**src/rtl/hc_runctl_pkg.sv**
```systemverilog
package hc_runctl_pkg;

    typedef enum logic [1:0] {
        ST_HALTED,
        ST_RUN,
        ST_STOPPING,
        ST_RESET
    } hc_state_e;

endpackage

```
**src/rtl/hc_rst_timer.sv**
```systemverilog
module hc_rst_timer #(
    parameter int RST_CYCLES = 16
) (
    input  logic clk,
    input  logic rst_n,
    input  logic start,
    input  logic active,
    output logic done
);
    localparam int CW = (RST_CYCLES > 2) ? $clog2(RST_CYCLES) : 1;

    logic [CW-1:0] cnt_q;

    // Loaded on entry, counts down while the reset is active
    always_ff @(posedge clk or negedge rst_n) begin
        if (!rst_n) begin
            cnt_q <= '0;
        end else if (start) begin
            cnt_q <= CW'(RST_CYCLES - 1);
        end else if (active && cnt_q != '0) begin
            cnt_q <= cnt_q - 1'b1;
        end
    end

    assign done = active && (cnt_q == '0);

endmodule

```
**src/rtl/hc_runctl_fsm.sv**
```systemverilog
module hc_runctl_fsm
    import hc_runctl_pkg::*;
(
    input  logic      clk,
    input  logic      rst_n,
    input  logic      wr_en,
    input  logic      wr_run,
    input  logic      wr_hcreset,
    input  logic      xact_busy,
    input  logic      xact_done,
    input  logic      rd_fail,
    input  logic      rst_done,
    output hc_state_e state,
    output logic      rst_start,
    output logic      abort_pulse,
    output logic      perr_pulse
);
    hc_state_e state_q;
    hc_state_e state_d;
    logic      rst_req;
    logic      stop_req;
    hc_state_e stop_dest;
    logic      perr_d;

    assign rst_req   = wr_en && wr_hcreset;
    assign stop_req  = rd_fail || (wr_en && !wr_run);
    assign stop_dest = (xact_busy && !xact_done) ? ST_STOPPING : ST_HALTED;

    // State register
    always_ff @(posedge clk or negedge rst_n) begin
        if (!rst_n) begin
            state_q <= ST_HALTED;
        end else begin
            state_q <= state_d;
        end
    end

    // Transitions
    always_comb begin
        state_d = state_q;
        unique case (state_q)
            ST_HALTED: begin
                if (rst_req) begin
                    state_d = ST_RESET;          // soft_reset
                end else if (wr_en && wr_run) begin
                    state_d = ST_RUN;            // start
                end
            end
            ST_RUN: begin
                if (rst_req) begin
                    state_d = ST_RESET;          // soft_reset
                end else if (stop_req) begin
                    state_d = stop_dest;         // graceful_stop / quick_stop
                end
            end
            ST_STOPPING: begin
                if (rst_req) begin
                    state_d = ST_RESET;          // soft_reset
                end else if (xact_done) begin
                    state_d = ST_HALTED;         // drain_done
                end
            end
            ST_RESET: begin
                if (rst_done) begin
                    state_d = ST_HALTED;         // reset_done
                end
            end
            default: state_d = ST_HALTED;
        endcase
    end

    assign rst_start = (state_d == ST_RESET) && (state_q != ST_RESET);
    assign perr_d    = wr_en && (wr_run || wr_hcreset)
                       && (state_q == ST_RUN || state_q == ST_STOPPING);

    // Output pulses
    always_ff @(posedge clk or negedge rst_n) begin
        if (!rst_n) begin
            abort_pulse <= 1'b0;
            perr_pulse  <= 1'b0;
        end else begin
            abort_pulse <= rst_start;
            perr_pulse  <= perr_d;
        end
    end

    assign state = state_q;


    reset_holds_chk: assert property (@(posedge clk) disable iff (!rst_n)
        (state_q == ST_RESET) && !rst_done |=> (state_q == ST_RESET));


    drain_holds_chk: assert property (@(posedge clk) disable iff (!rst_n)
        (state_q == ST_STOPPING) && !xact_done && !rst_req |=> (state_q == ST_STOPPING));

endmodule

```
**src/rtl/hc_runctl.sv**
```systemverilog
module hc_runctl
    import hc_runctl_pkg::*;
#(
    parameter int RST_CYCLES = 16
) (
    input  logic clk,
    input  logic rst_n,
    input  logic wr_en,
    input  logic wr_run,
    input  logic wr_hcreset,
    input  logic xact_busy,
    input  logic xact_done,
    input  logic rd_fail,
    output logic rd_run,
    output logic rd_hcreset,
    output logic rd_halted,
    output logic sched_enable,
    output logic xact_abort,
    output logic pipe_rst,
    output logic port_rst,
    output logic owner_release,
    output logic proto_err
);
    localparam int LW = $clog2(RST_CYCLES + 1) + 1;

    hc_state_e state;
    logic      rst_start;
    logic      rst_done;
    logic      abort_pulse;
    logic      perr_pulse;

    hc_runctl_fsm i_fsm (
        .clk        (clk),
        .rst_n      (rst_n),
        .wr_en      (wr_en),
        .wr_run     (wr_run),
        .wr_hcreset (wr_hcreset),
        .xact_busy  (xact_busy),
        .xact_done  (xact_done),
        .rd_fail    (rd_fail),
        .rst_done   (rst_done),
        .state      (state),
        .rst_start  (rst_start),
        .abort_pulse(abort_pulse),
        .perr_pulse (perr_pulse)
    );

    hc_rst_timer #(.RST_CYCLES(RST_CYCLES)) i_timer (
        .clk   (clk),
        .rst_n (rst_n),
        .start (rst_start),
        .active(state == ST_RESET),
        .done  (rst_done)
    );

    // State decode to the register view and the reset fan-out
    always_comb begin
        rd_run        = (state == ST_RUN);
        rd_halted     = (state == ST_HALTED);
        rd_hcreset    = (state == ST_RESET);
        sched_enable  = (state == ST_RUN);
        pipe_rst      = (state == ST_RESET);
        port_rst      = (state == ST_RESET);
        xact_abort    = abort_pulse;
        owner_release = abort_pulse;
        proto_err     = perr_pulse;
    end

    // Length of the current reset, counted for the checks below
    logic [LW-1:0] rst_len_q;
    always_ff @(posedge clk or negedge rst_n) begin
        if (!rst_n) begin
            rst_len_q <= '0;
        end else if (rd_hcreset) begin
            rst_len_q <= rst_len_q + 1'b1;
        end else begin
            rst_len_q <= '0;
        end
    end


    no_run_halted_chk: assert property (@(posedge clk) disable iff (!rst_n)
        !(rd_run && rd_halted));


    run_start_chk: assert property (@(posedge clk) disable iff (!rst_n)
        rd_halted && wr_en && wr_run && !wr_hcreset |=> rd_run && !rd_halted && sched_enable);


    stop_no_early_halt_chk: assert property (@(posedge clk) disable iff (!rst_n)
        !rd_run && !rd_halted && !rd_hcreset && !xact_done |=> !rd_halted);


    fail_stop_chk: assert property (@(posedge clk) disable iff (!rst_n)
        rd_run && rd_fail && !(wr_en && wr_hcreset) |=> !rd_run);


    rst_len_chk: assert property (@(posedge clk) disable iff (!rst_n)
        $fell(rd_hcreset) |-> (rst_len_q == LW'(RST_CYCLES)) && rd_halted && !rd_run);


    rst_fanout_chk: assert property (@(posedge clk) disable iff (!rst_n)
        rd_hcreset |-> pipe_rst && port_rst && !rd_run && !rd_halted);


    abort_pulse_chk: assert property (@(posedge clk) disable iff (!rst_n)
        $rose(rd_hcreset) |-> xact_abort && owner_release);


    perr_rst_chk: assert property (@(posedge clk) disable iff (!rst_n)
        wr_en && wr_hcreset && !rd_halted && !rd_hcreset |=> proto_err && rd_hcreset);

endmodule

```
**config.mk**
```make
export PLATFORM = sky130hd
export DESIGN_NAME = hc_runctl
export DESIGN_NICKNAME = d
export VERILOG_FILES = /design/src/rtl/hc_runctl_pkg.sv /design/src/rtl/hc_rst_timer.sv /design/src/rtl/hc_runctl_fsm.sv /design/src/rtl/hc_runctl.sv
export SDC_FILE = /design/constraint.sdc
export NUM_CORES = 1
export LEC_CHECK = 0
export BUFFER_PORTS_ARGS = -buffer_cell sky130_fd_sc_hd__buf_2
export CELL_PAD_IN_SITES_DETAIL_PLACEMENT = 1
export CELL_PAD_IN_SITES_GLOBAL_PLACEMENT = 2
export CORE_ASPECT_RATIO = 1.1
export CORE_MARGIN = 5
export CORE_UTILIZATION = 31
export DETAILED_ROUTE_END_ITERATION = 12
export GPL_ROUTABILITY_DRIVEN = 0
export PLACE_DENSITY = 0.9
export SETUP_SLACK_MARGIN = 0.3
export SLEW_MARGIN = 20
export SYNTH_ARGS = -nofsm -noshare
export SYNTH_HDL_FRONTEND = slang
export SYNTH_SLANG_ARGS = --single-unit
```
**constraint.sdc**
```tcl
create_clock -name clk -period 4.4 [get_ports clk]
set_input_delay 0.88 -clock clk [delete_from_list [all_inputs] [get_ports clk]]
set_output_delay 0.88 -clock clk [all_outputs]
set_load 0.005 [all_outputs]
```
==> results of run 1 <==
[cells by family after synthesis]
kind of cell,Yosys count,share of synthesized area
DFF,8,0.349
buffers and inverters,11,0.0983
AOI/OAI and AO/OA,11,0.194
and+or+nand+nor,21,0.197
xor gates and xnor gates,2,0.0306
adders and majority gates,6,0.131
[worst min-delay path by stage]
stage,start,endpoint,slack [ns],cells after the start
global placement,i_timer.cnt_q[1],i_timer.cnt_q[1],0.51,2
global route,rst_n,i_fsm.state[0],0.46,1
detailed placement,i_timer.cnt_q[1],i_timer.cnt_q[1],0.52,2
floorplan,i_timer.cnt_q[1],i_timer.cnt_q[1],0.48,2
finish,rst_n,i_fsm.perr_pulse,0.46,1
CTS,rst_n,i_fsm.perr_pulse,0.46,1
[routing by layer]
metal,global-route usage,vias up,part of all wire
met4,0.0851,0,0.017
met2,0.205,12,0.56
met1,0.0977,243,0.39
met3,0.0107,2,0.034
li1,-,228,-
met5,0,-,0
[final cells by class]
class                           count  area (um^2)  area share
Multi-Input combinational cell     40          317       0.474
Sequential cell                     8          200       0.300
Timing Repair Buffer               16         80.1       0.120
Inverter                            7         26.3      0.0393
Clock buffer                        3         22.5      0.0337
Tap cell                           18         22.5      0.0337
[metrics by stage]
| stage | cells | instance area, um^2 |
|---|---|---|
| 2_1_floorplan | 59 | 573 |
| 3_3_place_gp | 89 | 646 |
| 3_5_place_dp | 89 | 646 |
| 4_1_cts | 92 | 668 |
| 5_1_grt | 92 | 668 |
| 6_report | 92 | 668 |
[report_power, final]
part | switching, W | internal (W) | leakage (nW)
Combinational | 0.000129 | 0.000100 | 0.235
Clock | 0.0000234 | 0.0000311 | 0.0138
Sequential | 0.0000210 | 0.000102 | 0.0907
Total | 0.000173 | 0.000234 | 0.339
[sequential cells by signal (all words and copies together), names as in the netlist]
register	flops
i_fsm.abort_pulse	1
i_fsm.perr_pulse	1
i_fsm.state	2
i_timer.cnt_q	4
[cell usage after synthesis]
cell and instances:
sky130_fd_sc_hd__a21oi_1 2, sky130_fd_sc_hd__a221oi_2 1, sky130_fd_sc_hd__a31oi_1 3, sky130_fd_sc_hd__and2_2 1, sky130_fd_sc_hd__and3_1 1, sky130_fd_sc_hd__buf_4 4
sky130_fd_sc_hd__dfrtp_1 8, sky130_fd_sc_hd__ha_1 6, sky130_fd_sc_hd__inv_1 7, sky130_fd_sc_hd__nand2_1 7, sky130_fd_sc_hd__nand2b_1 1, sky130_fd_sc_hd__nand3_1 1
sky130_fd_sc_hd__nand3b_1 1, sky130_fd_sc_hd__nor2_1 3, sky130_fd_sc_hd__nor2b_1 3, sky130_fd_sc_hd__nor4_1 1, sky130_fd_sc_hd__o2111ai_4 1, sky130_fd_sc_hd__o211ai_2 1
sky130_fd_sc_hd__o21ai_0 1, sky130_fd_sc_hd__o21ai_2 1, sky130_fd_sc_hd__o221ai_2 1, sky130_fd_sc_hd__or2_1 1, sky130_fd_sc_hd__or3b_4 1, sky130_fd_sc_hd__xnor2_1 2
==> results.json, run 1 <==
{
  "worstReg2RegEnd": "i_timer.cnt_q[1]",
  "finalNetCount": 90,
  "route.antenna.remaining_nets": 0,
  "first_global_vias": 508,
  "worst_setup_hold_path_clk_slew_ns": 0.05,
  "synthesis.nets": 73,
  "nFillCells": 220,
  "crit_required_ns": 4.52,
  "timing.critical_path.cells": "inv_1 > ha_1 > or2_1 > a31oi_1 > nor2_1 > o2111ai_4 > o211ai_2",
  "floorplan.rows": 16,
  "hold_ws_ns": 0.455,
  "hold_viol_final": 0,
  "total_leakage_power_nw": 0.339,
  "cp_top_family": "compound AO/OA/AOI/OAI gates",
  "max_slew_violation_total_from_the_final_report": 0,
  "outcome": "finished, final reports clean",
  "dp_slack_ns": 2.33,
  "critPathLaunchType": "flip-flop",
  "clock_insertion_delay_worst_skew_ns": 0.25,
  "grt_start_max_net_pins": 9,
  "post_drt_wl_per_cell_um": 14.4,
  "final_cell_mix": "sky130_fd_sc_hd__buf_2 (16), sky130_fd_sc_hd__dfrtp_1 (8), sky130_fd_sc_hd__inv_1 (7), sky130_fd_sc_hd__nand2_1 (7), sky130_fd_sc_hd__ha_1 (6)",
  "synth_top_cell_area_share": 0.349,
  "cts_hold_repair.buffers": 0,
  "slew_headroom": 0.703,
  "synthToLayoutAreaGrowth_pct": 16.6,
  "synthesis.yosys.warnings": 0,
  "critPathBufInv": 1,
  "cp_num_cells": 7,
  "post_synth_num_cell_types": 24,
  "worst-slew-pin-transition_ns": 0.444,
  "timing.clock.skew_ns": 0.00612,
  "drc": 0,
  "io-pin-count": 17,
  "critical_path.max_stage_delay_ns": 0.39,
  "rr_worst_depth": 7,
  "post_cts.repair.setup_buffers": 0,
  "cp_data_arrival_time_ns": 2.22,
  "clock-sinks": 8,
  "netlist_top_cells_area": "sky130_fd_sc_hd__dfrtp_1 (35%), sky130_fd_sc_hd__ha_1 (13%), sky130_fd_sc_hd__buf_4 (5.2%)",
  "critical_path_class": "reg2reg",
  "globalRouteOverflowTotal": 0,
  "syn-cell-area_um2": 573,
  "destination_of_the_critical_timing_path": "i_timer.cnt_q[1]",
  "yosys.area.top_type": "sky130_fd_sc_hd__dfrtp_1",
  "final_common_cell": "sky130_fd_sc_hd__buf_2",
  "total_die_area_um2": 2810,
  "critical_path.slowest_cell": "sky130_fd_sc_hd__dfrtp_1",
  "timing.critical_path.from": "i_fsm.state[1]",
  "ys_seq_elements": 8,
  "syn-mean-instance-area_um2": 9.71,
  "finish.utilization": 0.379,
  "min_period_over_period": 0.479,
  "detailed_place_hpwl_mm": 1.06,
  "io_buffers": 16,
  "antenna_cells": 0,
  "cts-resized-gates": 0,
  "totalPowerFinal_w": 0.000407,
  "die_h_um": 55.1,
  "cts_tree": "done",
  "cts-root-buf": "sky130_fd_sc_hd__clkbuf_4",
  "drv.max_cap_violation_count": 0,
  "final_layout_size_suffix_gt1_frac": 0.351,
  "p_per_area_nw_per_um2": 609,
  "fin_crit_ns": 2.11,
  "timing.hold.worst.class": "in2async",
  "reg2reg_slack_ns": 2.29,
  "initial_core_util": 0.325,
  "viasPerCell": 5.27,
  "grt_setup_unrepaired": "no",
  "dr.first_iter.drc_count": 4,
  "groute.usage.overall": 0.104,
  "drt-total-wl_mm": 1.32,
  "max-clock-path-buffers": 2,
  "report.final.setup_viol": 0,
  "crit-reg2reg-launch": "i_fsm.state[1]",
  "grt_first_pass_wirelength_mm": 2.14,
  "fmax_ghz": 0.475,
  "core_region_area_um2": 1760,
  "vias_after_detailed_routing": 485,
  "number_of_antenna_violations_at_the_first_check_in_global_routing": 0,
  "final.setup.tns_ns": 0,
  "htree_num_levels": 1,
  "cp-end-kind": "flip-flop",
  "power.ir.vdd_worst_mv": 0.242,
  "chipWidth_um": 51.0,
  "cts_inserted_buffers": 3,
  "synth_seq_area_share": 0.349,
  "layout_setup_ws_ns": 2.29,
  "detail_route.first_pass.iterations": 4,
  "critical_path.max_fanout": 5,
  "post_synth_inst_count": 59
}
Note: power is estimated with default switching activity, not from simulation.
==> run 2: changes to the inputs <==
Settings changed: CORE_UTILIZATION 31 to 29, PLACE_DENSITY 0.9 to 0.85.
Clock period 4.4 ns to 2.1 ns, I/O delays scaled along.
==> run 2 against run 1 <==
Effect of this change: sequential power up 120%; critical path depth unchanged; utilization up 7.9 points; power rose to 2.8 times the previous value; critical endpoint unchanged; clock-buffer cell count unchanged.
==> results.json, run 2 (synthesis gave the netlist of run 1 again) <==
{
  "outcome": "finished, final reports clean",
  "worst_setup_hold_path_clk_slew_ns": 0.06,
  "critical_path.max_stage_delay_ns": 0.40,
  "grt_first_pass_wirelength_mm": 2.73,
  "crit_required_ns": 2.24,
  "first_global_vias": 623,
  "viasPerCell": 4.61,
  "groute.usage.overall": 0.126,
  "drc": 0,
  "numPlacedInstances": 98,
  "critical_path.max_fanout": 5,
  "hold_ws_ns": 0.533,
  "grt_setup_unrepaired": "yes",
  "hold_path_startpoint": "wr_en",
  "chipWidth_um": 52.4,
  "cp-end-kind": "flip-flop",
  "hold_viol_final": 0,
  "antenna_cells": 0,
  "cts_tree": "done",
  "power.ir.vdd_worst_mv": 0.478,
  "fmax_ghz": 0.550,
  "io-pin-count": 17,
  "grt_start_max_net_pins": 9,
  "slew_headroom": 0.789,
  "worst-slew-pin-transition_ns": 0.313,
  "cts_inserted_buffers": 3,
  "core_region_area_um2": 1840,
  "reg2reg_slack_ns": 0.28,
  "dr.first_iter.drc_count": 1,
  "met2WireLength_mm": 1.00,
  "synthToLayoutAreaGrowth_pct": 47.2,
  "detail_route.first_pass.iterations": 2,
  "max-clock-path-buffers": 2,
  "dr.max_layer_used": "met4",
  "route.antenna.remaining_nets": 0,
  "final_common_cell": "sky130_fd_sc_hd__buf_2",
  "hold-path-endpoint": "i_fsm.perr_pulse",
  "dp_slack_ns": 0.124,
  "route.layer.met1.wl_um": 630,
  "met3_length_um": 56,
  "final_cell_mix": "sky130_fd_sc_hd__buf_2 (16), sky130_fd_sc_hd__buf_4 (12), sky130_fd_sc_hd__nand2_1 (7), sky130_fd_sc_hd__dfrtp_1 (7), sky130_fd_sc_hd__inv_2 (4)",
  "clock_insertion_delay_worst_skew_ns": 0.27,
  "max_slew_violation_total_from_the_final_report": 0,
  "worstReg2RegEnd": "i_timer.cnt_q[1]",
  "initial_core_util": 0.311,
  "stdcell_count": 114,
  "worstHoldPathCells": 3,
  "detailed_place_hpwl_mm": 1.14,
  "critical_path_class": "reg2reg",
  "drv.max_cap_violation_count": 0,
  "post_drt_wl_per_cell_um": 15.1,
  "finalNetCount": 103,
  "final_layout_size_suffix_gt1_frac": 0.575,
  "die_h_um": 56.6,
  "fin_crit_ns": 1.82,
  "layout_setup_ws_ns": 0.283,
  "crit-reg2reg-launch": "i_timer.cnt_q[1]",
  "total_leakage_power_nw": 0.394,
  "floorplan.rows": 16,
  "rr_worst_depth": 7,
  "timing.clock.skew_ns": 0.00765,
  "htree_num_levels": 1,
  "registers.top_by_ff_count": "i_timer.cnt_q",
  "total_die_area_um2": 2970,
  "number_of_antenna_violations_at_the_first_check_in_global_routing": 0,
  "p_per_area_nw_per_um2": 1350,
  "critPathLaunchType": "flip-flop",
  "min_period_over_period": 0.865,
  "timing.critical_path.cells": "inv_2 > ha_4 > or3b_4 > a221oi_4 > o221ai_2 > o2111ai_4 > o211ai_2",
  "final.setup.tns_ns": 0,
  "globalRouteOverflowTotal": 0,
  "cp_data_arrival_time_ns": 1.96,
  "largest_register_ff_count": 4,
  "drt-total-wl_mm": 1.72,
  "register_area_um2": 201,
  "cts-root-buf": "sky130_fd_sc_hd__clkbuf_4",
  "multiInputGateArea_um2": 379,
  "critical_path.slowest_cell": "sky130_fd_sc_hd__or3b_4",
  "clock-sinks": 8,
  "vias_after_detailed_routing": 525,
  "report.final.setup_viol": 0,
  "timing.hold.worst.class": "in2reg",
  "io_buffers": 16,
  "nFillCells": 223
}
## run 2: cell count changes in the layout (fill, tap and decap cells not counted), sizes merged
cell / before / now
buf: 16 / 28
dlygate4sd3: 0 / 1
## run 2: critical path, delay by kind of cell, from the launching register on
family | cells | cell delay [ns]
and+or+nand+nor | 1 | 0.40
buffers and inverters | 1 | 0.09
AOI/OAI and AO/OA | 4 | 0.68
DFF | 1 | 0.39
adders and majority gates | 1 | 0.12
## run 2: worst max path at each step
stage                     startpoint          endpoint  slack [ns]
global route          i_fsm.state[1]  i_timer.cnt_q[1]        0.16
finish              i_timer.cnt_q[1]  i_timer.cnt_q[1]        0.28
global placement      i_fsm.state[1]  i_timer.cnt_q[1]        0.14
detailed placement    i_fsm.state[1]  i_timer.cnt_q[1]        0.12
CTS                 i_timer.cnt_q[1]  i_timer.cnt_q[1]        0.29
floorplan           i_timer.cnt_q[0]  i_timer.cnt_q[1]        0.33
## run 2: area by class of cell
| class | count | area share |
|---|---|---|
| Clock buffer | 3 | 0.0267 |
| Inverter | 7 | 0.0312 |
| Multi-Input combinational cell | 40 | 0.450 |
| Sequential cell | 8 | 0.239 |
| Tap cell | 27 | 0.0401 |
| Timing Repair Buffer | 29 | 0.214 |
## run 2: power by group
part | internal, W | switching, W
Clock | 0.0000660 | 0.0000608
Sequential | 0.000216 | 0.0000523
Combinational | 0.000378 | 0.000365
Total | 0.000660 | 0.000478
## run 2: layer usage
layer | GRT usage | up-vias
met2 | 0.243 | 12
met5 | 0 | -
met4 | 0.0766 | 0
met3 | 0.0185 | 2
li1 | - | 255
met1 | 0.116 | 256
## run 2: timing repair
action	CTS	global route
setup endpoints to repair	6	10
hold endpoints to repair	8	0
resized for setup	13	2
pin swaps	8	1
hold buffers	1	0
setup buffers	8	4
## run 2: metrics by stage
step | cell area, um^2 | util | total power (W)
6_report | 843 | 0.458 | 0.00114
5_1_grt | 843 | 0.458 | 0.00123
4_1_cts | 800 | 0.434 | 0.00106
3_5_place_dp | 663 | 0.360 | 0.000760
3_3_place_gp | 663 | 0.360 | 0.000749
2_1_floorplan | 579 | - | 0.000634
==> run 3: changes to the inputs <==
Settings changed: CORE_UTILIZATION 29 to 31, PLACE_DENSITY 0.85 to 0.9.
Clock period 2.1 ns to 2.3 ns, I/O delays scaled along.
==> run 3 against run 2 <==
Effect of this change: die area fell by 5.3%; critical path type unchanged; combinational power fell by 33%; flip-flop and latch count did not move; clock power fell by 18%; sequential share of layout area rose by 4.5 points; clock-buffer cell count did not move.
==> results.json, run 3 (synthesis gave the netlist of run 1 again) <==
{
  "total_leakage_power_nw": 0.348,
  "io-pin-count": 17,
  "total_die_area_um2": 2810,
  "timing.hold.worst.class": "in2async",
  "timing.clock.skew_ns": 0.00940,
  "p_per_area_nw_per_um2": 1190,
  "final_layout_size_suffix_gt1_frac": 0.421,
  "grt_start_max_net_pins": 9,
  "first_global_vias": 491,
  "viasPerCell": 4.93,
  "detailed_place_hpwl_mm": 1.05,
  "initial_core_util": 0.325,
  "critPathLaunchType": "flip-flop",
  "clock_insertion_delay_worst_skew_ns": 0.25,
  "slew_headroom": 0.777,
  "route.antenna.remaining_nets": 0,
  "clock-sinks": 8,
  "globalRouteOverflowTotal": 0,
  "die_h_um": 55.1,
  "drc": 0,
  "chipWidth_um": 51.0,
  "finish.utilization": 0.400,
  "final.setup.tns_ns": 0,
  "vias_after_detailed_routing": 463,
  "registers.top_by_ff_count": "i_timer.cnt_q",
  "dr.first_iter.drc_count": 2,
  "cts_inserted_buffers": 3,
  "grt_first_pass_wirelength_mm": 2.16,
  "cts-root-buf": "sky130_fd_sc_hd__clkbuf_4",
  "io_buffers": 16,
  "rr_worst_depth": 7,
  "core_region_area_um2": 1760,
  "max-clock-path-buffers": 2,
  "final_cell_area_um2": 704,
  "critical_path_class": "reg2reg",
  "fin_crit_ns": 1.87,
  "synthToLayoutAreaGrowth_pct": 22.9,
  "cp_data_arrival_time_ns": 1.99,
  "detail_route.first_pass.iterations": 3,
  "grt_setup_unrepaired": "no",
  "dpl_cell_area_um2": 646,
  "outcome": "finished, final reports clean",
  "groute.usage.overall": 0.104,
  "cts_tree": "done",
  "post_drt_wl_per_cell_um": 13.9,
  "antenna_cells": 0,
  "drv.max_cap_violation_count": 0,
  "cts_hold_repair.buffers": 0,
  "final_cell_mix": "sky130_fd_sc_hd__buf_2 (16), sky130_fd_sc_hd__dfrtp_1 (8), sky130_fd_sc_hd__nand2_1 (7), sky130_fd_sc_hd__inv_1 (6), sky130_fd_sc_hd__ha_1 (5)",
  "min_period_over_period": 0.814,
  "report.final.setup_viol": 0,
  "crit_required_ns": 2.42,
  "hold_viol_final": 0,
  "worst-slew-pin-transition_ns": 0.332,
  "reg2reg_slack_ns": 0.43,
  "drt-total-wl_mm": 1.30,
  "largest_register_ff_count": 4,
  "fmax_ghz": 0.534,
  "cp-end-kind": "flip-flop",
  "critical_path.max_fanout": 5,
  "worst_setup_hold_path_clk_slew_ns": 0.06,
  "htree_num_levels": 1,
  "hold_ws_ns": 0.0355,
  "number_of_antenna_violations_at_the_first_check_in_global_routing": 0,
  "floorplan.rows": 16,
  "max_slew_violation_total_from_the_final_report": 0,
  "power.ir.vdd_worst_mv": 0.474,
  "finalNetCount": 92,
  "final_common_cell": "sky130_fd_sc_hd__buf_2"
}
run 3: cell types whose count changed in the layout (fill, tap and decap cells not counted), sizes merged:
cell         delta
buf            -10
dlygate4sd3     -1
run 3: area by class of cell:
cell class | count | area (um^2)
Fill cell | 217 | 1060
Clock buffer | 3 | 22.5
Timing Repair Buffer | 18 | 95.1
Inverter | 7 | 26.3
Sequential cell | 8 | 200
Multi-Input combinational cell | 40 | 338
Tap cell | 18 | 22.5
run 3: worst max-delay path, stage by stage, from the launching register on:
cell	delay [ns]
sky130_fd_sc_hd__dfrtp_1	0.41
sky130_fd_sc_hd__inv_2	0.08
sky130_fd_sc_hd__ha_1	0.22
sky130_fd_sc_hd__or2_1	0.27
sky130_fd_sc_hd__a31oi_4	0.23
sky130_fd_sc_hd__nor2_1	0.12
sky130_fd_sc_hd__o2111ai_4	0.28
sky130_fd_sc_hd__o211ai_2	0.13
run 3: path summary, 6_finish.rpt:
kind	start	end
worst max-delay path	i_fsm.state[0]	i_timer.cnt_q[1]
worst min register to register	i_timer.cnt_q[3]	i_timer.cnt_q[3]
worst min-delay path	rst_n	i_fsm.state[1]
max in group asynchronous	rst_n	i_timer.cnt_q[3]
worst max register to register	i_fsm.state[0]	i_timer.cnt_q[1]
min in group clk	i_timer.cnt_q[3]	i_timer.cnt_q[3]
run 3: timing repair:
item	in CTS	in global routing
setup endpoints to repair	5	5
pin swaps	0	3
buffers inserted	0	2
gates cloned	0	0
resized for setup	1	4
run 3: layer usage:
metal  track usage  vias up  share of wire
met5             0        -              0
met4        0.0638        0         0.0092
met3        0.0214        2          0.019
met2         0.174        6           0.56
met1         0.124      223           0.41
li1              -      232              -
run 3: per-stage QoR:
stage                     cells  setup WS, ns  power [W]
after floorplan              59         0.489   0.000570
after global placement       89         0.359   0.000663
after detailed placement     89         0.243   0.000682
after CTS                    92         0.314   0.000804
after global routing         94         0.313   0.000925
final                        94         0.429   0.000841
run 3: power breakdown:
part | switching (W) | leakage [nW] | internal (W)
registers | 0.0000399 | 0.0907 | 0.000196
logic | 0.000276 | 0.244 | 0.000225
clock network | 0.0000447 | 0.0138 | 0.0000595
